## src/rtl/stateen_csr_gate.sv

```systemverilog
module stateen_csr_gate #(
  parameter int ENV_BIT = 62,
  parameter int SE_BIT  = 63
) (
  input  logic        clk,
  input  logic        rst_n,
  input  logic        req_valid,
  input  logic        req_we,
  input  logic [11:0] req_addr,
  input  logic [63:0] req_wdata,
  input  logic [1:0]  priv,
  input  logic        virt,
  input  logic        xlen64,
  input  logic        has_s,
  input  logic        has_stateen,
  output logic [63:0] rdata,
  output logic        acc_ok,
  output logic [1:0]  exc_code
);
  localparam logic [11:0] A_SENV  = 12'h10A;
  localparam logic [11:0] A_SSE   = 12'h10C;
  localparam logic [11:0] A_HENV  = 12'h60A;
  localparam logic [11:0] A_HENVH = 12'h61A;
  localparam logic [11:0] A_HSE   = 12'h60C;
  localparam logic [11:0] A_HSEH  = 12'h61C;
  localparam logic [11:0] A_MSE   = 12'h30C;
  localparam logic [11:0] A_MSEH  = 12'h31C;
  localparam logic [1:0] P_U = 2'd0, P_S = 2'd1, P_M = 2'd3;
  localparam logic [1:0] X_NONE = 2'd0, X_ILL = 2'd1, X_VIRT = 2'd2;
  localparam logic [63:0] SE_MASK  = (64'd1 << SE_BIT) | (64'd1 << ENV_BIT);
  localparam logic [63:0] ENV_LOW  = 64'h0000_0000_0000_00F1;
  localparam logic [63:0] ENV_HIGH = 64'hC000_0000_0000_0000;

  logic [63:0] mse, hse, sse, senv, henv;
  logic [1:0]  gate_exc, exc;
  logic [63:0] rd_val, wr_hi, henv_mask;
  logic        is_env;

  assign is_env    = (req_addr == A_SENV) || (req_addr == A_HENV) || (req_addr == A_HENVH);
  assign wr_hi     = {req_wdata[31:0], 32'b0};
  assign henv_mask = xlen64 ? (ENV_LOW | ENV_HIGH) : ENV_LOW;

  always_comb begin
    gate_exc = X_NONE;
    if (priv != P_M && has_stateen) begin
      if (!mse[ENV_BIT])                                  gate_exc = X_ILL;
      else if (virt && !hse[ENV_BIT])                     gate_exc = X_VIRT;
      else if (virt && priv == P_U && !sse[ENV_BIT])      gate_exc = X_VIRT;
      else if (!virt && priv == P_U && has_s && !sse[ENV_BIT]) gate_exc = X_ILL;
    end
  end

  always_comb begin
    exc    = X_ILL;
    rd_val = '0;
    if (priv != 2'd2) begin
      if (is_env) exc = gate_exc;
      else begin
        case (req_addr)
          A_MSE, A_MSEH: exc = (priv == P_M) ? X_NONE : X_ILL;
          A_HSE, A_HSEH: exc = (priv == P_M || (priv == P_S && !virt)) ? X_NONE :
                               (virt ? X_VIRT : X_ILL);
          A_SSE:         exc = (priv != P_U) ? X_NONE : (virt ? X_VIRT : X_ILL);
          default:       exc = X_ILL;
        endcase
      end
    end
    case (req_addr)
      A_SENV:  rd_val = senv;
      A_HENV:  rd_val = henv;
      A_HENVH: rd_val = {32'b0, henv[63:32]};
      A_MSE:   rd_val = mse;
      A_MSEH:  rd_val = {32'b0, mse[63:32]};
      A_HSE:   rd_val = hse;
      A_HSEH:  rd_val = {32'b0, hse[63:32]};
      A_SSE:   rd_val = sse;
      default: rd_val = '0;
    endcase
  end

  assign exc_code = req_valid ? exc : X_NONE;
  assign acc_ok   = req_valid && (exc == X_NONE);
  assign rdata    = acc_ok ? rd_val : '0;

  always_ff @(posedge clk) begin
    if (!rst_n) begin
      mse <= '0; hse <= '0; sse <= '0; senv <= '0; henv <= '0;
    end else if (acc_ok && req_we) begin
      case (req_addr)
        A_SENV:  senv <= (senv & ~ENV_LOW)   | (req_wdata & ENV_LOW);
        A_HENV:  henv <= (henv & ~henv_mask) | (req_wdata & henv_mask);
        A_HENVH: henv <= (henv & ~ENV_HIGH)  | (wr_hi & ENV_HIGH);
        A_MSE:   mse  <= (mse & ~SE_MASK)    | (req_wdata & SE_MASK);
        A_MSEH:  mse  <= (mse & ~SE_MASK)    | (wr_hi & SE_MASK);
        A_HSE:   hse  <= (hse & ~SE_MASK)    | (req_wdata & SE_MASK);
        A_HSEH:  hse  <= (hse & ~SE_MASK)    | (wr_hi & SE_MASK);
        A_SSE:   sse  <= (sse & ~SE_MASK)    | (req_wdata & SE_MASK);
        default: ;
      endcase
    end
  end

  AST_MACHINE_PASSES: assert property (@(posedge clk) disable iff (!rst_n)
    (req_valid && is_env && (priv == P_M || !has_stateen)) |-> acc_ok);
  AST_MACHINE_BIT_FIRST: assert property (@(posedge clk) disable iff (!rst_n)
    (req_valid && is_env && priv != P_M && has_stateen && !mse[ENV_BIT]) |-> exc_code == X_ILL);
  AST_REJECT_HOLDS: assert property (@(posedge clk) disable iff (!rst_n)
    (req_valid && !acc_ok) |=> ($stable(mse) && $stable(hse) && $stable(sse) && $stable(senv) && $stable(henv)));
  AST_REJECT_ZERO: assert property (@(posedge clk) disable iff (!rst_n)
    !acc_ok |-> rdata == 64'd0);
  AST_SENV_RESERVED: assert property (@(posedge clk) disable iff (!rst_n)
    1'b1 |=> $stable(senv & ~ENV_LOW));
  AST_SE_RESERVED: assert property (@(posedge clk) disable iff (!rst_n)
    1'b1 |=> ($stable(mse & ~SE_MASK) && $stable(hse & ~SE_MASK) && $stable(sse & ~SE_MASK)));
endmodule

```

## config.mk

```make
export PLATFORM = sky130hd
export DESIGN_NAME = stateen_csr_gate
export DESIGN_NICKNAME = d
export VERILOG_FILES = /design/src/rtl/stateen_csr_gate.sv
export SDC_FILE = /design/constraint.sdc
export NUM_CORES = 1
export LEC_CHECK = 0
export BUFFER_PORTS_ARGS = -buffer_cell sky130_fd_sc_hd__buf_2
export CAP_MARGIN = 25
export CORE_MARGIN = 2
export CORE_UTILIZATION = 44
export CTS_BUF_LIST = sky130_fd_sc_hd__clkbuf_4 sky130_fd_sc_hd__clkbuf_8
export DETAILED_ROUTE_END_ITERATION = 12
export PLACE_DENSITY_LB_ADDON = 0.08
export SETUP_SLACK_MARGIN = 0.2
export SYNTH_ARGS = -nofsm -noshare
export SYNTH_HDL_FRONTEND = slang
export SYNTH_SLANG_ARGS = --single-unit
```

## constraint.sdc

```tcl
create_clock -name clk -period 7.77 [get_ports clk]
set_input_delay 1.1655 -clock clk [delete_from_list [all_inputs] [get_ports clk]]
set_output_delay 1.1655 -clock clk [all_outputs]
set_load 0.01 [all_outputs]
```

==> flow_summary.toml, run 1 <==
[clock_tree]
cts_root_buf = "clkbuf_8"
clk_latency_ps = 260
cts_buffer_depth = 2
hold_buffers = 0
postCtsSetupBuffers = 0
cts_tree = "yes"
cts.repair.resized = 0
path_clk_slew_ps = 70
numClockSinks = 18
cts_buffers = 3
h-tree-depth = 1

[floorplan]
start_util = 0.452
die_y_um = 70.4
fp.dieW_um = 70.4
core_area_um2 = 4290
rows = 24
die-area_um2 = 4960
io_pins = 153

[timing]
slew_headroom = 0.526
fmax_mhz = 214
clock_skew_ps = 1.76
worst_slew_pin_slew_ps = 709
fin_setup_tns_ps = 0
setup_violations = 0
final_max_slew_viol_count = 0
hold_viol_final = 0
rsz0062_at_grt = "false"
holdWs_ps = 465
finalCriticalPeriod_ps = 4680
fin_crit_sh = 0.602
timing.final.ws_setup_ps = 3090

[route]
drt-initial-drc-count = 59
firstDrtPassIters = 4
ant_nets = 0
drt_wl_total_mm = 4.19
via_per_inst = 4.97
wl_per_cell_um = 12.9
drc = 0
vias = 1611

[synth]
netlist_instances = 236
synthMuxAreaShare = 0.116
synthSimpleGateAreaFrac = 0.259
yosysSeqAreaShare = 0.186
synth_xor_xnor_area_share = 0
synth_area_leaders = "buf_4 21%, dfxtp_1 19%, mux2i_1 9.3%, nand2_1 6.8%, a2111oi_4 4.3%"
syn_area_um2 = 1940
async_flop_share = 0
ys.flop_type = "dfxtp_1"
ys_types = 52
synth_edf_count = 0
yosysWarnings = 0
synth_top_family_by_area = "simple AND/OR/NAND/NOR gates"
synth_adder_area_share = 0
postSynthAreaPerCell_um2 = 8.22
synth_top_area_share = 0.213
synth_compound_area_frac = 0.189
synth-seq-cells = 18
yosysTopAreaCell = "buf_4"

[placed_design]
dpl.hpwl_mm = 3.29
portBuffers = 42
place.gp.congestion = 0.783
post-place-ws_ps = 3070
place_area_um2 = 1960

[global_route]
grt_max_degree = 32
grt_pass1_wl_mm = 6.83
antenna_found_initial = 0
grt_use_total = 0.171
grt_pass1_vias = 1415
globalRouteOverflowTotal = 0

[finish]
multi_input_area_um2 = 1300
syn2layout_area_growth_pct = 4.00
final_util = 0.470
layout.nets = 359
ff_latch_area_um2 = 360
fillCellCount = 469
layout-drive-gt1-share = 0.243
final_area_um2 = 2020
diodes = 0

[status]
status = "completed"

[worst_setup_path]
arrival_ps = 3510
crit_fanout = 18
critPathRequiredTime_ps = 6600
worstSetupEndpointType = "output port"
cp-start-kind = "input pin"
crit_type = "in -> out"

[power]
power.density_nw_per_um2 = 106
leakage_nw = 0.900
ir_drop_uv = 82.8

[job]
maxCapViolations = 0

[min_path]
hold_path.class = "reg -> reg"
-- cell usage after synthesis, types with 3 or more instances --
master and count:
nor3_1 4, nor2b_1 3, a2111oi_4 3, o21ai_0 6, nor4bb_1 4, a21oi_1 6, nor2_1 8, clkbuf_1 7
dfxtp_1 18, and3_1 5, mux2_2 4, nand2b_1 3, mux2i_1 18, buf_4 55, a22oi_1 8, nand4_1 6
inv_1 3, nand2_1 35
-- worst max-delay path, stage by stage --
cell and delay (ps):
buf_2 210, or4b_4 580, a2111oi_4 600, and2_2 310, o2111ai_4 250, nor3_2 230, buf_2 160
-- report_power, final --
part / switching [mW] / total [mW] / internal [mW]
clock network: 0.0344 / 0.0795 / 0.0451
registers: 0.00000000918 / 0.0922 / 0.0922
logic: 0.0301 / 0.0425 / 0.0125
total: 0.0645 / 0.214 / 0.150
-- final cells by class --
cell class,count,share of cell area
multi-input combinational,203,0.645
sequential,18,0.179
timing repair buffer,44,0.112
tap,52,0.0322
clock buffer,4,0.0273
inverter,3,0.00558
-- cell families (layout without fill, tap and decap cells) --
family / Yosys count / in the layout
multiplexers: 22 / 22
other: 1 / 55
AO/OA/AOI/OAI: 38 / 38
buffers and inverters: 69 / 51
flip-flops: 18 / 18
AND/OR/NAND/NOR: 88 / 88
-- final timing paths --
path               start         to  depth (start not counted)  slack [ps]
min              henv[0]    henv[0]                          2         460
max reg2reg      sse[62]    senv[6]                          5        5760
max          req_addr[4]  rdata[62]                          7        3090
min reg2reg      henv[0]    henv[0]                          2         460
-- cells in the final DEF, fill, tap and decap left out, types with 3 or more instances in the layout --
master     count
conb_1        55
buf_2         42
nand2_1       35
mux2i_1       18
dfxtp_1       18
nor2_1         8
a22oi_1        8
o21ai_0        6
a21oi_1        6
nand4_1        6
and3_1         5
nor4bb_1       4
nor3_1         4
mux2_2         4
clkbuf_8       4
a2111oi_4      3
nor2b_1        3
nand2b_1       3
inv_1          3
-- through the flow --
stage,power [mW],cells
floorplan,0.144,290
global placement,0.136,320
detailed placement,0.136,320
CTS,0.215,324
global route,0.224,324
finish,0.214,324
-- metal layers --
| layer | GRT usage | wire length (um) | up-vias |
|---|---|---|---|
| met3 | 0.0303 | 226 | 2 |
| met4 | 0.0321 | 18 | 0 |
| met2 | 0.264 | 1860 | 58 |
| li1 | - | - | 808 |
| met5 | 0 | 0 | - |
| met1 | 0.249 | 2090 | 743 |
(Power assumes the default switching activity.)
==> run 2: changes to the inputs <==
Settings changed: CORE_UTILIZATION 44 to 37.
Clock period 7.77 ns to 4.1 ns, I/O delays scaled along.
==> run 2 against run 1 <==
  * Setup slack got worse by 2300 ps
  * Total power grew 88%
  * Critical path depth unchanged
  * Via count increased by 0.31%
  * First-iteration DRC count increased by 39%
  * Combinational power rose by 90%
  * Critical path type unchanged
  * Highest routed layer unchanged
==> flow_summary.toml, run 2 (synthesis results as in run 1) <==
[floorplan]
start_util = 0.382
die-area_um2 = 5840
fp.dieW_um = 76.4
rows = 26
die_y_um = 76.4
core_area_um2 = 5070
io_pins = 153

[finish]
final_util = 0.405
ff_latch_area_um2 = 360
fillCellCount = 562
diodes = 0
syn2layout_area_growth_pct = 5.93
final_cell_count_no_fill = 344
layout_commonest_cell = "conb_1"
final_area_um2 = 2060
multi_input_area_um2 = 1300
layout-drive-gt1-share = 0.248
layout_common_cells = "55 x conb_1, 42 x buf_2, 35 x nand2_1, 18 x mux2i_1, 18 x dfxtp_1"
layout.nets = 361

[route]
met3_length_um = 266
drc = 0
dr_wl_met2_mm = 1.87
vias = 1616
firstDrtPassIters = 4
via_per_inst = 4.70
highest-signal-layer = "met4"
wl_per_cell_um = 12.4
wl_met1_mm = 2.02
drt-initial-drc-count = 82
drt_wl_total_mm = 4.25
ant_nets = 0

[status]
status = "completed"

[timing]
timing.final.ws_setup_ps = 787
holdWs_ps = 457
worst_slew_pin_slew_ps = 665
hold_viol_final = 0
setup_violations = 0
clock_skew_ps = 3.63
fin_crit_sh = 0.808
rsz0062_at_grt = "false"
fmax_mhz = 302
finalCriticalPeriod_ps = 3310
final_max_slew_viol_count = 0
fin_setup_tns_ps = 0
slew_headroom = 0.553

[clock_tree]
cts_root_buf = "clkbuf_8"
cts_buffer_depth = 2
cts.repair.resized = 0
cts_tree = "yes"
postCtsSetupBuffers = 0
numClockSinks = 18
h-tree-depth = 1
hold_buffers = 0
clk_latency_ps = 260
path_clk_slew_ps = 70
cts_buffers = 3

[placed_design]
portBuffers = 42
post-place-ws_ps = 752
dpl.hpwl_mm = 3.41
place.gp.congestion = 0.774
place_area_um2 = 2000
dp.cells = 340

[worst_setup_path]
cp_slowest_cell = "or4b_4"
arrival_ps = 2700
worstSetupEndpointType = "output port"
crit_top_cell = "buf_2"
critPathRequiredTime_ps = 3480
slowest_delay_ps = 580
crit_fanout = 18
crit_buf_inv = 2
ff2ff_setup_slack_ps = 2130
cp-start-kind = "input pin"
reg2reg_depth = 5
r2r-start = "sse[62]"
critPathTopFamily = "simple AND/OR/NAND/NOR gates"
crit_type = "in -> out"
r2r-end = "senv[6]"
crit_path_cell_trace = "buf_2 > or4b_4 > a2111oi_4 > and2_2 > o2111ai_4 > nor3_2 > buf_2"

[power]
p_total_uw = 402
power.density_nw_per_um2 = 196
leakage_nw = 0.911
ir_drop_uv = 108

[global_route]
grt_use_total = 0.147
globalRouteOverflowTotal = 0
grt_pass1_wl_mm = 7.02
grt_max_degree = 32
grt_pass1_vias = 1414
antenna_found_initial = 0

[min_path]
hold_path.class = "reg -> reg"
min_path_cells = 2
worstHoldStart = "senv[4]"
hold_end = "senv[4]"

[job]
maxCapViolations = 0
[run 2: cell count changes in the layout (fill, tap and decap cells not counted)]
cell	change
buf_4	+2
[run 2: power by group]
part / internal (mW) / total, mW / switching, mW
Clock: 0.0854 / 0.147 / 0.0615
Sequential: 0.175 / 0.175 / 0.0000000177
Combinational: 0.0237 / 0.0806 / 0.0569
Total: 0.284 / 0.402 / 0.118
[run 2: area by class of cell]
type / instances / area share
multi-input combinational: 203 / 0.633
sequential: 18 / 0.175
clock buffer: 4 / 0.0268
timing repair buffer: 46 / 0.117
inverter: 3 / 0.00548
tap: 70 / 0.0426
[run 2: worst reg2reg max path: stages, from the launching register on]
cell and delay [ps]:
dfxtp_1 350, or4b_2 670, a21oi_1 250, a211oi_1 180
o211a_1 250, mux2i_1 160
[run 2: layer usage]
metal  up-vias  track usage
met4         0       0.0600
met2        67        0.223
met5         -            0
li1        815            -
met3         8       0.0213
met1       726        0.207
[run 2: worst max-delay path by stage]
stage                start   endpoint  slack, ps  cells after the start
2_1_floorplan  req_addr[4]  rdata[62]        950                      6
3_3_place_gp   req_addr[4]  rdata[63]        760                      7
3_5_place_dp   req_addr[4]  rdata[62]        750                      7
4_1_cts        req_addr[4]  rdata[62]        760                      7
5_1_grt        req_addr[4]  rdata[63]        650                      7
6_report       req_addr[4]  rdata[62]        790                      7
